===== config.mk =====
export PLATFORM = sky130hd
export DESIGN_NAME = alu_status_unit
export DESIGN_NICKNAME = d
export VERILOG_FILES = /design/src/rtl/alu8_pkg.sv /design/src/rtl/alu_addsub.sv /design/src/rtl/alu_decadj.sv /design/src/rtl/alu_bitops.sv /design/src/rtl/alu_flag_reg.sv /design/src/rtl/alu_status_unit.sv
export SDC_FILE = /design/constraint.sdc
export NUM_CORES = 1
export LEC_CHECK = 0
export BUFFER_PORTS_ARGS = -buffer_cell sky130_fd_sc_hd__buf_2
export CORE_UTILIZATION = 36
export DETAILED_ROUTE_END_ITERATION = 8
export PLACE_DENSITY = 0.52
export SLEW_MARGIN = 20
export SYNTH_ARGS = -nofsm -noshare
export SYNTH_HDL_FRONTEND = slang
export SYNTH_HIERARCHICAL = 1
export SYNTH_SLANG_ARGS = --single-unit

===== constraint.sdc =====
create_clock -name clk -period 6.6 [get_ports clk]
set_input_delay 0.99 -clock clk [delete_from_list [all_inputs] [get_ports clk]]
set_output_delay 0.99 -clock clk [all_outputs]
set_load 0.005 [all_outputs]

===== src/rtl/alu8_pkg.sv =====
package alu8_pkg;
  typedef enum logic [3:0] {
    OP_ADD = 4'd0,  OP_ADC = 4'd1,  OP_SUB = 4'd2,  OP_SBC = 4'd3,
    OP_DAA = 4'd4,  OP_AND = 4'd5,  OP_OR  = 4'd6,  OP_XOR = 4'd7,
    OP_CPL = 4'd8,  OP_RL  = 4'd9,  OP_RR  = 4'd10, OP_RLC = 4'd11,
    OP_RRC = 4'd12, OP_INC = 4'd13, OP_DEC = 4'd14, OP_NOP = 4'd15
  } alu_op_e;

  // flag positions inside the status word; a sequencer decodes these
  localparam int FB_C   = 0;
  localparam int FB_AC  = 1;
  localparam int FB_Z   = 2;
  localparam int FB_OV  = 3;
  localparam int FB_PDF = 4;
  localparam int FB_TO  = 5;
  localparam int NUM_ARITH_FLAGS = 4;
endpackage


===== src/rtl/alu_addsub.sv =====
module alu_addsub
  import alu8_pkg::*;
#(
  parameter int DATA_W = 8
) (
  input  alu_op_e           op,
  input  logic [DATA_W-1:0] a,
  input  logic [DATA_W-1:0] b,
  input  logic              cin,
  output logic [DATA_W-1:0] sum,
  output logic              c_out,
  output logic              hc_out,
  output logic              ov_out
);
  localparam int NIB_W = DATA_W / 2;

  logic [DATA_W-1:0] opnd;
  logic              ci;
  logic [DATA_W:0]   full;
  logic [NIB_W:0]    low_nib;
  logic [DATA_W-1:0] low_bits;

  // operand conditioning: subtraction is A + ~B + carry
  always_comb begin
    opnd = b;
    ci   = 1'b0;
    unique case (op)
      OP_ADC: ci = cin;
      OP_SUB: begin opnd = ~b; ci = 1'b1; end
      OP_SBC: begin opnd = ~b; ci = cin;  end
      OP_INC: begin opnd = '0; ci = 1'b1; end
      OP_DEC: begin opnd = '1; ci = 1'b0; end
      default: ;
    endcase
  end

  assign full     = {1'b0, a} + {1'b0, opnd} + {{DATA_W{1'b0}}, ci};
  assign low_nib  = {1'b0, a[NIB_W-1:0]} + {1'b0, opnd[NIB_W-1:0]} + {{NIB_W{1'b0}}, ci};
  assign low_bits = {1'b0, a[DATA_W-2:0]} + {1'b0, opnd[DATA_W-2:0]} + {{(DATA_W-1){1'b0}}, ci};

  assign sum    = full[DATA_W-1:0];
  assign c_out  = full[DATA_W];
  assign hc_out = low_nib[NIB_W];
  // carry into the top bit versus carry out of it
  assign ov_out = low_bits[DATA_W-1] ^ full[DATA_W];
endmodule


===== src/rtl/alu_decadj.sv =====
module alu_decadj #(
  parameter int DATA_W = 8
) (
  input  logic [DATA_W-1:0] a,
  input  logic              cin,
  input  logic              hcin,
  output logic [DATA_W-1:0] res,
  output logic              c_out
);
  localparam int NIB_W = DATA_W / 2;
  localparam logic [NIB_W-1:0] NINE   = NIB_W'(9);
  localparam logic [DATA_W:0]  LO_ADJ = (DATA_W+1)'(6);
  localparam logic [DATA_W:0]  HI_ADJ = (DATA_W+1)'(6) << NIB_W;

  logic            lo_fix, hi_fix;
  logic [DATA_W:0] step1, step2;

  assign lo_fix = (a[NIB_W-1:0] > NINE) || hcin;
  assign step1  = {1'b0, a} + (lo_fix ? LO_ADJ : '0);
  assign hi_fix = (step1[DATA_W-1:NIB_W] > NINE) || cin || step1[DATA_W];
  assign step2  = {1'b0, step1[DATA_W-1:0]} + (hi_fix ? HI_ADJ : '0);

  assign res   = step2[DATA_W-1:0];
  assign c_out = step1[DATA_W] | step2[DATA_W];
endmodule


===== src/rtl/alu_bitops.sv =====
module alu_bitops
  import alu8_pkg::*;
#(
  parameter int DATA_W = 8
) (
  input  alu_op_e           op,
  input  logic [DATA_W-1:0] a,
  input  logic [DATA_W-1:0] b,
  input  logic              cin,
  output logic [DATA_W-1:0] res,
  output logic              c_out
);
  always_comb begin
    res   = a;
    c_out = cin;
    unique case (op)
      OP_AND: res = a & b;
      OP_OR:  res = a | b;
      OP_XOR: res = a ^ b;
      OP_CPL: res = ~a;
      OP_RL:  res = {a[DATA_W-2:0], a[DATA_W-1]};
      OP_RR:  res = {a[0], a[DATA_W-1:1]};
      OP_RLC: begin res = {a[DATA_W-2:0], cin}; c_out = a[DATA_W-1]; end
      OP_RRC: begin res = {cin, a[DATA_W-1:1]}; c_out = a[0];        end
      default: ;
    endcase
  end
endmodule


===== src/rtl/alu_flag_reg.sv =====
module alu_flag_reg
  import alu8_pkg::*;
#(
  parameter int ST_W = 8
) (
  input  logic                       clk,
  input  logic                       rst_n,
  input  logic                       alu_we,
  input  logic [NUM_ARITH_FLAGS-1:0] alu_val,
  input  logic [NUM_ARITH_FLAGS-1:0] alu_msk,
  input  logic                       st_wr_en,
  input  logic [ST_W-1:0]            st_wr_data,
  input  logic                       pwr_up,
  input  logic                       clr_wdt,
  input  logic                       halt,
  input  logic                       wdt_to,
  output logic [ST_W-1:0]            status
);
  localparam logic [ST_W-1:0] WR_MASK = ST_W'((1 << NUM_ARITH_FLAGS) - 1);

  logic [ST_W-1:0] st_q, st_d, alu_merged;

  // per-flag choice between the held value and the ALU's new value
  for (genvar i = 0; i < ST_W; i++) begin : g_merge
    if (i < NUM_ARITH_FLAGS) begin : g_arith
      assign alu_merged[i] = (alu_we && alu_msk[i]) ? alu_val[i] : st_q[i];
    end else begin : g_hold
      assign alu_merged[i] = st_q[i];
    end
  end

  always_comb begin
    st_d = alu_merged;
    if (st_wr_en) st_d = (alu_merged & ~WR_MASK) | (st_wr_data & WR_MASK);
    if (pwr_up || clr_wdt) begin
      st_d[FB_PDF] = 1'b0;
      st_d[FB_TO]  = 1'b0;
    end else begin
      if (halt) st_d[FB_PDF] = 1'b1;
      if (wdt_to)    st_d[FB_TO] = 1'b1;
      else if (halt) st_d[FB_TO] = 1'b0;
    end
  end

  always_ff @(posedge clk or negedge rst_n) begin
    if (!rst_n) st_q <= '0;
    else        st_q <= st_d;
  end

  assign status = st_q;


  halt_sets_pdf_chk: assert property (@(posedge clk) disable iff (!rst_n)
    halt && !pwr_up && !clr_wdt |=> status[FB_PDF]);

  timeout_sets_to_chk: assert property (@(posedge clk) disable iff (!rst_n)
    wdt_to && !pwr_up && !clr_wdt |=> status[FB_TO]);

  clear_events_chk: assert property (@(posedge clk) disable iff (!rst_n)
    (pwr_up || clr_wdt) |=> !status[FB_TO] && !status[FB_PDF]);

  sys_flags_hold_chk: assert property (@(posedge clk) disable iff (!rst_n)
    !(pwr_up || clr_wdt || halt || wdt_to) |=> $stable(status[FB_TO:FB_PDF]));
endmodule


===== src/rtl/alu_status_unit.sv =====
module alu_status_unit
  import alu8_pkg::*;
#(
  parameter int DATA_W = 8
) (
  input  logic              clk,
  input  logic              rst_n,
  input  logic              op_valid,
  output logic              op_ready,
  input  logic [3:0]        op_code,
  input  logic [DATA_W-1:0] op_a,
  input  logic [DATA_W-1:0] op_b,
  output logic              res_valid,
  input  logic              res_ready,
  output logic [DATA_W-1:0] res_data,
  output logic              res_skip,
  input  logic              st_wr_en,
  input  logic [7:0]        st_wr_data,
  input  logic              pwr_up,
  input  logic              clr_wdt,
  input  logic              halt,
  input  logic              wdt_to,
  output logic [7:0]        status
);
  localparam int ST_W = 8;

  alu_op_e           op;
  logic              accept;
  logic [DATA_W-1:0] as_sum, da_res, bo_res, nxt_res;
  logic              as_c, as_hc, as_ov, da_c, bo_c;
  logic [NUM_ARITH_FLAGS-1:0] fl_val, fl_msk;

  assign op       = alu_op_e'(op_code);
  assign op_ready = !res_valid || res_ready;
  assign accept   = op_valid && op_ready;

  alu_addsub #(.DATA_W(DATA_W)) u_addsub (
    .op(op), .a(op_a), .b(op_b), .cin(status[FB_C]),
    .sum(as_sum), .c_out(as_c), .hc_out(as_hc), .ov_out(as_ov)
  );

  alu_decadj #(.DATA_W(DATA_W)) u_decadj (
    .a(op_a), .cin(status[FB_C]), .hcin(status[FB_AC]),
    .res(da_res), .c_out(da_c)
  );

  alu_bitops #(.DATA_W(DATA_W)) u_bitops (
    .op(op), .a(op_a), .b(op_b), .cin(status[FB_C]),
    .res(bo_res), .c_out(bo_c)
  );

  // result select and per-operation flag update mask
  always_comb begin
    nxt_res = op_a;
    fl_val  = '0;
    fl_msk  = '0;
    fl_val[FB_Z] = 1'b0;
    unique case (op)
      OP_ADD, OP_ADC, OP_SUB, OP_SBC: begin
        nxt_res = as_sum;
        fl_val[FB_C] = as_c; fl_val[FB_AC] = as_hc; fl_val[FB_OV] = as_ov;
        fl_msk = '1;
      end
      OP_INC, OP_DEC: begin
        nxt_res = as_sum;
        fl_msk[FB_Z] = 1'b1;
      end
      OP_DAA: begin
        nxt_res = da_res;
        fl_val[FB_C] = da_c;
        fl_msk[FB_C] = 1'b1;
      end
      OP_AND, OP_OR, OP_XOR, OP_CPL: begin
        nxt_res = bo_res;
        fl_msk[FB_Z] = 1'b1;
      end
      OP_RL, OP_RR: nxt_res = bo_res;
      OP_RLC, OP_RRC: begin
        nxt_res = bo_res;
        fl_val[FB_C] = bo_c;
        fl_msk[FB_C] = 1'b1;
      end
      default: ;
    endcase
    fl_val[FB_Z] = (nxt_res == '0);
  end

  alu_flag_reg #(.ST_W(ST_W)) u_flags (
    .clk(clk), .rst_n(rst_n),
    .alu_we(accept), .alu_val(fl_val), .alu_msk(fl_msk),
    .st_wr_en(st_wr_en), .st_wr_data(st_wr_data),
    .pwr_up(pwr_up), .clr_wdt(clr_wdt), .halt(halt), .wdt_to(wdt_to),
    .status(status)
  );

  // single-entry result stage
  always_ff @(posedge clk or negedge rst_n) begin
    if (!rst_n) begin
      res_valid <= 1'b0;
      res_data  <= '0;
      res_skip  <= 1'b0;
    end else if (accept) begin
      res_valid <= 1'b1;
      res_data  <= nxt_res;
      res_skip  <= fl_val[FB_Z];
    end else if (res_ready) begin
      res_valid <= 1'b0;
    end
  end


  stall_hold_chk: assert property (@(posedge clk) disable iff (!rst_n)
    res_valid && !res_ready |=> res_valid && $stable(res_data) && $stable(res_skip));

  accept_gives_result_chk: assert property (@(posedge clk) disable iff (!rst_n)
    op_valid && op_ready |=> res_valid);

  skip_matches_zero_chk: assert property (@(posedge clk) disable iff (!rst_n)
    res_valid |-> (res_skip == (res_data == '0)));
endmodule


### Yosys cells after proc, flatten, opt, wreduce, memory -nomap -nowiden

Cells that the tools add are included.
W data, S select, Z words.

| cells by class | value |
|---|---|
| $add $sub $neg | 8 |
| $lt $le $gt $ge | 2 |
| eq/ne operators | 15 |
| muxes and demuxes | 24 |
| bitwise operators | 8 |
| reductions and logical operators | 28 |

Operators by type and width:

| kind | number |
|---|---|
| $pmux W8 S8 | 1 |
| $pmux W8 S3 | 2 |
| $eq A4 B4 Y1 const B | 7 |
| $add A8 B9 Y9 | 2 |
| $eq A4 B3 Y1 const B | 4 |
| $not A8 Y8 | 2 |
| $mux W1 | 14 |
| $reduce_or A10 Y1 | 1 |
| $add A8 B8 Y9 | 1 |
| $add A9 B1 Y9 | 1 |
| $add A7 B7 Y8 | 1 |
| $add A8 B1 Y8 | 1 |
| $and A8 B8 Y8 | 1 |
| $eq A4 B2 Y1 const B | 2 |
| $gt A4 B4 Y1 const B | 2 |
| $logic_not A8 Y1 | 1 |
| $or A8 B4 Y8 | 1 |
| $or A8 B8 Y8 | 1 |
| $reduce_bool A2 Y1 | 4 |
| $reduce_or A2 Y1 | 4 |
| $reduce_or A8 Y1 | 1 |
| $xor A8 B8 Y8 | 1 |
| $mux W7 | 1 |
| $reduce_or A7 Y1 | 1 |
| other kinds (20) | 28 |

| word-level totals | value |
|---|---|
| bits in registers | 18 |
| logic and storage cells | 94 |

### Longest topological paths before layout

| depth | value |
|---|---|
| depth in word-level cells | 16 |
| depth in mapped cells | 20 |
| gate-level depth less buffers | 19 |

### Cells and area by module

The synthesis kept the hierarchy.

Modules (own cells, without submodules):

| module | instances | cells each | area an instance (sq um) | seq. area each (sq um) |
|---|---|---|---|---|
| alu_status_unit | 1 | 145 | 1206.2 | 250.2 |
| alu_bitops | 1 | 157 | 1041.0 | 0.0 |
| alu_addsub | 1 | 103 | 718.2 | 0.0 |
| alu_decadj | 1 | 66 | 500.5 | 0.0 |
| alu_flag_reg | 1 | 29 | 311.5 | 150.1 |

### Worst setup path after synthesis

Ideal clock, no wire load.

| path | value |
|---|---|
| path kind | input port to flip-flop |
| start point | input op_a[3] |
| end point | register u_flags.st_q[2], in the netlist u_flags/status[2] |
| setup time | 66 ps |
| arrival time | 4633 ps |
| data required time | 6534 ps |
| slack | 1901 ps |
| cell stages on the path | 20 |
| cell sequence | buf_4 > o21ai_1 > nand2b_1 > ha_1 > fa_1 > and4_4 > a221oi_1 > a311o_1 > ha_1 > ha_1 > nand2b_1 > nor4_1 > nor4_1 > a31oi_1 > a22o_1 > a221oi_1 > o2111ai_1 > nor3_1 > and3_1 > o31a_1 |

| on the way | value |
|---|---|
| word-level cells in the longest chain between the ends | 13 |

Ends and longest elaborated chain:

| element | line | RTL |
|---|---|---|
| from (decl) | alu_status_unit.sv:11 | `input logic [DATA_W-1:0] op_a,` |
| $gt A4 B4 Y1 | alu_decadj.sv:18 | `assign lo_fix = (a[NIB_W-1:0] > NINE) \|\| hcin;` |
| $logic_or A1 B1 Y1 | alu_decadj.sv:18 |  |
| $mux W3 | alu_decadj.sv:19 | `assign step1 = {1'b0, a} + (lo_fix ? LO_ADJ : '0);` |
| $add A8 B9 Y9 (*) | alu_decadj.sv:19 |  |
| $gt A4 B4 Y1 | alu_decadj.sv:20 | `assign hi_fix = (step1[DATA_W-1:NIB_W] > NINE) \|\| cin \|\| step1[DATA_W];` |
| $logic_or A1 B1 Y1 (2 in a row) | alu_decadj.sv:20 |  |
| $mux W7 | alu_decadj.sv:21 | `assign step2 = {1'b0, step1[DATA_W-1:0]} + (hi_fix ? HI_ADJ : '0);` |
| $add A8 B9 Y9 (*) | alu_decadj.sv:21 |  |
| via da_res[7] | alu_status_unit.sv:29 | `logic [DATA_W-1:0] as_sum, da_res, bo_res, nxt_res;` |
| $pmux W8 S3 (*) | alu_status_unit.sv:58 | `unique case (op)` |
| $logic_not A8 Y1 (*) | alu_status_unit.sv:85 | `fl_val[FB_Z] = (nxt_res == '0);` |
| via fl_val[2] | alu_status_unit.sv:31 | `logic [NUM_ARITH_FLAGS-1:0] fl_val, fl_msk;` |
| $mux W1 (*) | alu_flag_reg.sv:26 | `assign alu_merged[i] = (alu_we && alu_msk[i]) ? alu_val[i] : st_q[i];` |
| $mux W6 (*) | alu_flag_reg.sv:34 | `if (st_wr_en) st_d = (alu_merged & ~WR_MASK) \| (st_wr_data & WR_MASK);` |
| to (signal assigned) | alu_flag_reg.sv:47 | `else st_q <= st_d;` |
| to (decl) | alu_flag_reg.sv:21 | `logic [ST_W-1:0] st_q, st_d, alu_merged;` |

The timed path passes the listed nets; every way through them passes the cells marked *. The select of a mux whose other input is x is not followed.
A chain may end at the register's enable or synchronous reset.

### Worst setup path after layout

| path | value |
|---|---|
| start point | input op_code[1] |
| end point | register u_flags.st_q[2], in the netlist u_flags/status[2] |

| on the way | value |
|---|---|
| word-level cells in the longest chain between the ends | 9 |

Ends and longest elaborated chain:

| element | line | RTL |
|---|---|---|
| from (decl) | alu_status_unit.sv:10 | `input logic [3:0] op_code,` |
| $eq A4 B2 Y1 | alu_addsub.sv:27 | `unique case (op)` |
| $reduce_or A2 Y1 (no line) | - |  |
| $pmux W8 S3 | alu_addsub.sv:27 |  |
| $add A8 B8 Y9 | alu_addsub.sv:37 | `assign full = {1'b0, a} + {1'b0, opnd} + {{DATA_W{1'b0}}, ci};` |
| $add A9 B1 Y9 (*) | alu_addsub.sv:37 |  |
| via as_sum[6] | alu_status_unit.sv:29 |  |
| $pmux W8 S3 (*) | alu_status_unit.sv:58 |  |
| $logic_not A8 Y1 (*) | alu_status_unit.sv:85 |  |
| via fl_val[2] | alu_status_unit.sv:31 |  |
| $mux W1 (*) | alu_flag_reg.sv:26 |  |
| $mux W6 (*) | alu_flag_reg.sv:34 |  |

Marks and branches as above.

==> metrics <==
total grt overflow=0; final worst path period share=78.0%; # H-tree levels=1; Placer Congestion=0.819; status=finished clean; overall power=530 uW; largest net degree at the start of global routing=79; clock-pin slew on the worst setup and hold paths=0.06 ns; Clk Latency, worst-skew pair=0.25 ns; clk sink count=16; reg-to-reg startpoint=u_flags/status[1]$_DFFE_PN0P_; CP startpoint kind=input port; Worst Skew=0.00199 ns; Total Neg Setup Slack=0 ns; cts hold-fix bufs=0; kind of critical path=input port to register; hold endpoint=res_skip$_DFFE_PN0P_; clock tree buffer depth=2; worst slack, placed=1.20 ns; Worst VDD drop=0.0616 mV; Levels on crit path=19; synthesis-stage register bit count=16; final instance area=4000 sq um; layout cells sized above 1=16.2%; Die Ht=104 microns; CP Buf/Inv Count=4; # IOs=56; die area=10900 sq um; number of flops mapped to enable cells by yosys=0; part of the Yosys area used for sequential elements=10.6%; post-route ant nets=0; initial antenna violation count=0; critical path's slowest cell=buf_4; n_diodes=0; Tmin final=5.15 ns; leakage=1.76 nW; CTS root buffer=clkbuf_8; unrepaired setup endpoints after global routing=false; number of global-route vias before repair=3475; final setup margin=1.45 ns; Area after DPL=3960 sq um; vias=3852; Netlist cell types=84; fin nets=586; worst reg-to-reg setup slack=2.08 ns; setup violators final=0; Post-synth top cells=a21oi_1, nor2_1, nand2_1; Fmax achieved=194 MHz; Worst Hold Class=register to register; Slew @ Worst Pin=0.730 ns; DP HPWL=7730 microns; Slew Limit Fails=0; wire length per cell=16.8 microns; Syn. warnings=6; Core ar.=10200 sq um; final WL=11000 microns; die width=104 microns; Fin. Hold Viols=0; Syn Std Cell Area=3780 sq um; Post-CTS Setup Bufs=0; drc violations=0; Worst R2R End=u_flags/status[2]$_DFFE_PN0P_; hold path depth=2; top post-synthesis cells by area=dfrtp_1, ha_1, a21oi_1; total clock buffers created by CTS=3; Mapped Cells=500; GRT Overall Usage=20.0%; ys async rst share=100%; Initial Utilization=36.9%; Pwr Density=132 nW/um^2; HP Start=res_skip$_DFFE_PN0P_; FF-to-FF path depth=18; most common cell in the synthesized netlist=a21oi_1; post-synth top area share=10.6%; row count=37; critical path's top delay family=compound AO/OA/AOI/OAI gates; 1st-iter DRT viols=337; Crit. End Element=register; cell taking the most area after synthesis=dfrtp_1; Hold WS=0.480 ns; fillers=1085; Port Buf Inserts=49; Arrival @ worst endpoint=5.33 ns; area grow syn2layout=5.90%; post-cts gate resize count=0; Worst path max stage delay=0.60 ns; Vias per Instance=5.90; drt first pass iters=5; Worst EP required=6.79 ns; Rel. slew slack=51.3%; Synth Area per Inst=7.55 sq um; Worst Path Max Fanout=78; CTS tree=yes; critical-path cell list=buf_2 > buf_4 > mux2i_1 > nor3_1 > a21o_1 > fa_1 > inv_1 > fa_1 > nand2b_1 > a211oi_1 > o311ai_0 > buf_4 > maj3_2 > a22o_1 > a221oi_2 > o22ai_1 > nor3_1 > and3_1 > o31a_1; ys flop type=dfrtp_1; Max-Cap Viols=0; first-pass GRT wire length=18100 microns
[layout make-up]
cell class              count  area (sq um)  area share, %
clock buffers               3          41.3           1.03
inverters                  30           113           2.82
multi-input cells         414          2990           74.8
flip-flops and latches     16           400           10.0
well taps                 136           170           4.25
repair buffers             54           283           7.07
[how the worst max path moves through the flow]
stage | slack, ns | endpoint | from
floorplan | 1.90 | u_flags/status[2]$_DFFE_PN0P_ | op_a[3]
finish | 1.45 | u_flags/status[2]$_DFFE_PN0P_ | op_code[1]
global route | 1.07 | u_flags/status[2]$_DFFE_PN0P_ | op_code[1]
CTS | 1.45 | u_flags/status[2]$_DFFE_PN0P_ | op_code[1]
global placement | 1.19 | u_flags/status[2]$_DFFE_PN0P_ | op_a[3]
detailed placement | 1.20 | u_flags/status[2]$_DFFE_PN0P_ | op_code[1]
[flip-flops by register name, summed over array words and instances (netlist names)]
name            cells
res_skip            1
u_flags/status      6
res_data            8
res_valid           1
[cell families after synthesis]
kind of cell    after synthesis  synth area share (%)
mux                          21                  5.63
simple gates                164                  25.1
xor+xnor                     11                  2.75
compound gates              182                  33.8
fa+ha+maj                    34                  11.7
other cells                   1                0.0993
flops                        16                  10.6
buf+inv                      71                  10.3
[stage by stage]
step | instances | utilization, %
after detailed placement | 650 | 38.7
after CTS | 653 | 39.1
after floorplan | 501 | -
after global placement | 650 | 38.7
final | 653 | 39.1
after global routing | 653 | 39.1
[power breakdown]
group	switching (mW)	internal (mW)
clock	0.0324	0.0404
combinational	0.194	0.138
sequential	0.0112	0.113
total	0.238	0.292
[routing by layer]
metal	GRT usage, %	routed length (microns)
met5	0	0
met2	32.9	5180
met4	1.53	41
met3	1.63	482
met1	29.3	5250
[worst reg2reg max path, stage by stage (launching register included)]
cell	delay, ns
dfrtp_1	0.43
nand2b_1	0.22
ha_1	0.24
fa_1	0.49
and4_4	0.27
a221oi_1	0.28
a311o_1	0.16
ha_1	0.19
ha_1	0.25
nand2b_1	0.16
nor4_1	0.06
nor4_1	0.27
a31oi_1	0.10
a22o_1	0.23
a221oi_1	0.36
o2111ai_1	0.24
nor3_1	0.20
and3_1	0.18
o31a_1	0.13
[placed cells by master (no fill, tap or decap), drive strengths merged, types with 5 or more instances in the layout]
cell type / n
buf: 54
a21oi: 44
nor2: 32
o21ai: 31
nand2: 29
inv: 29
ha: 27
mux2i: 19
nand2b: 17
dfrtp: 16
nor3: 14
a21o: 13
a31oi: 12
xnor2: 9
nor2b: 8
a211oi: 8
o22ai: 7
nand4b: 7
and3: 7
nand3: 7
or3b: 7
a221oi: 7
nor3b: 6
o31ai: 5
o31a: 5
Power figures use the tool's default switching activity.
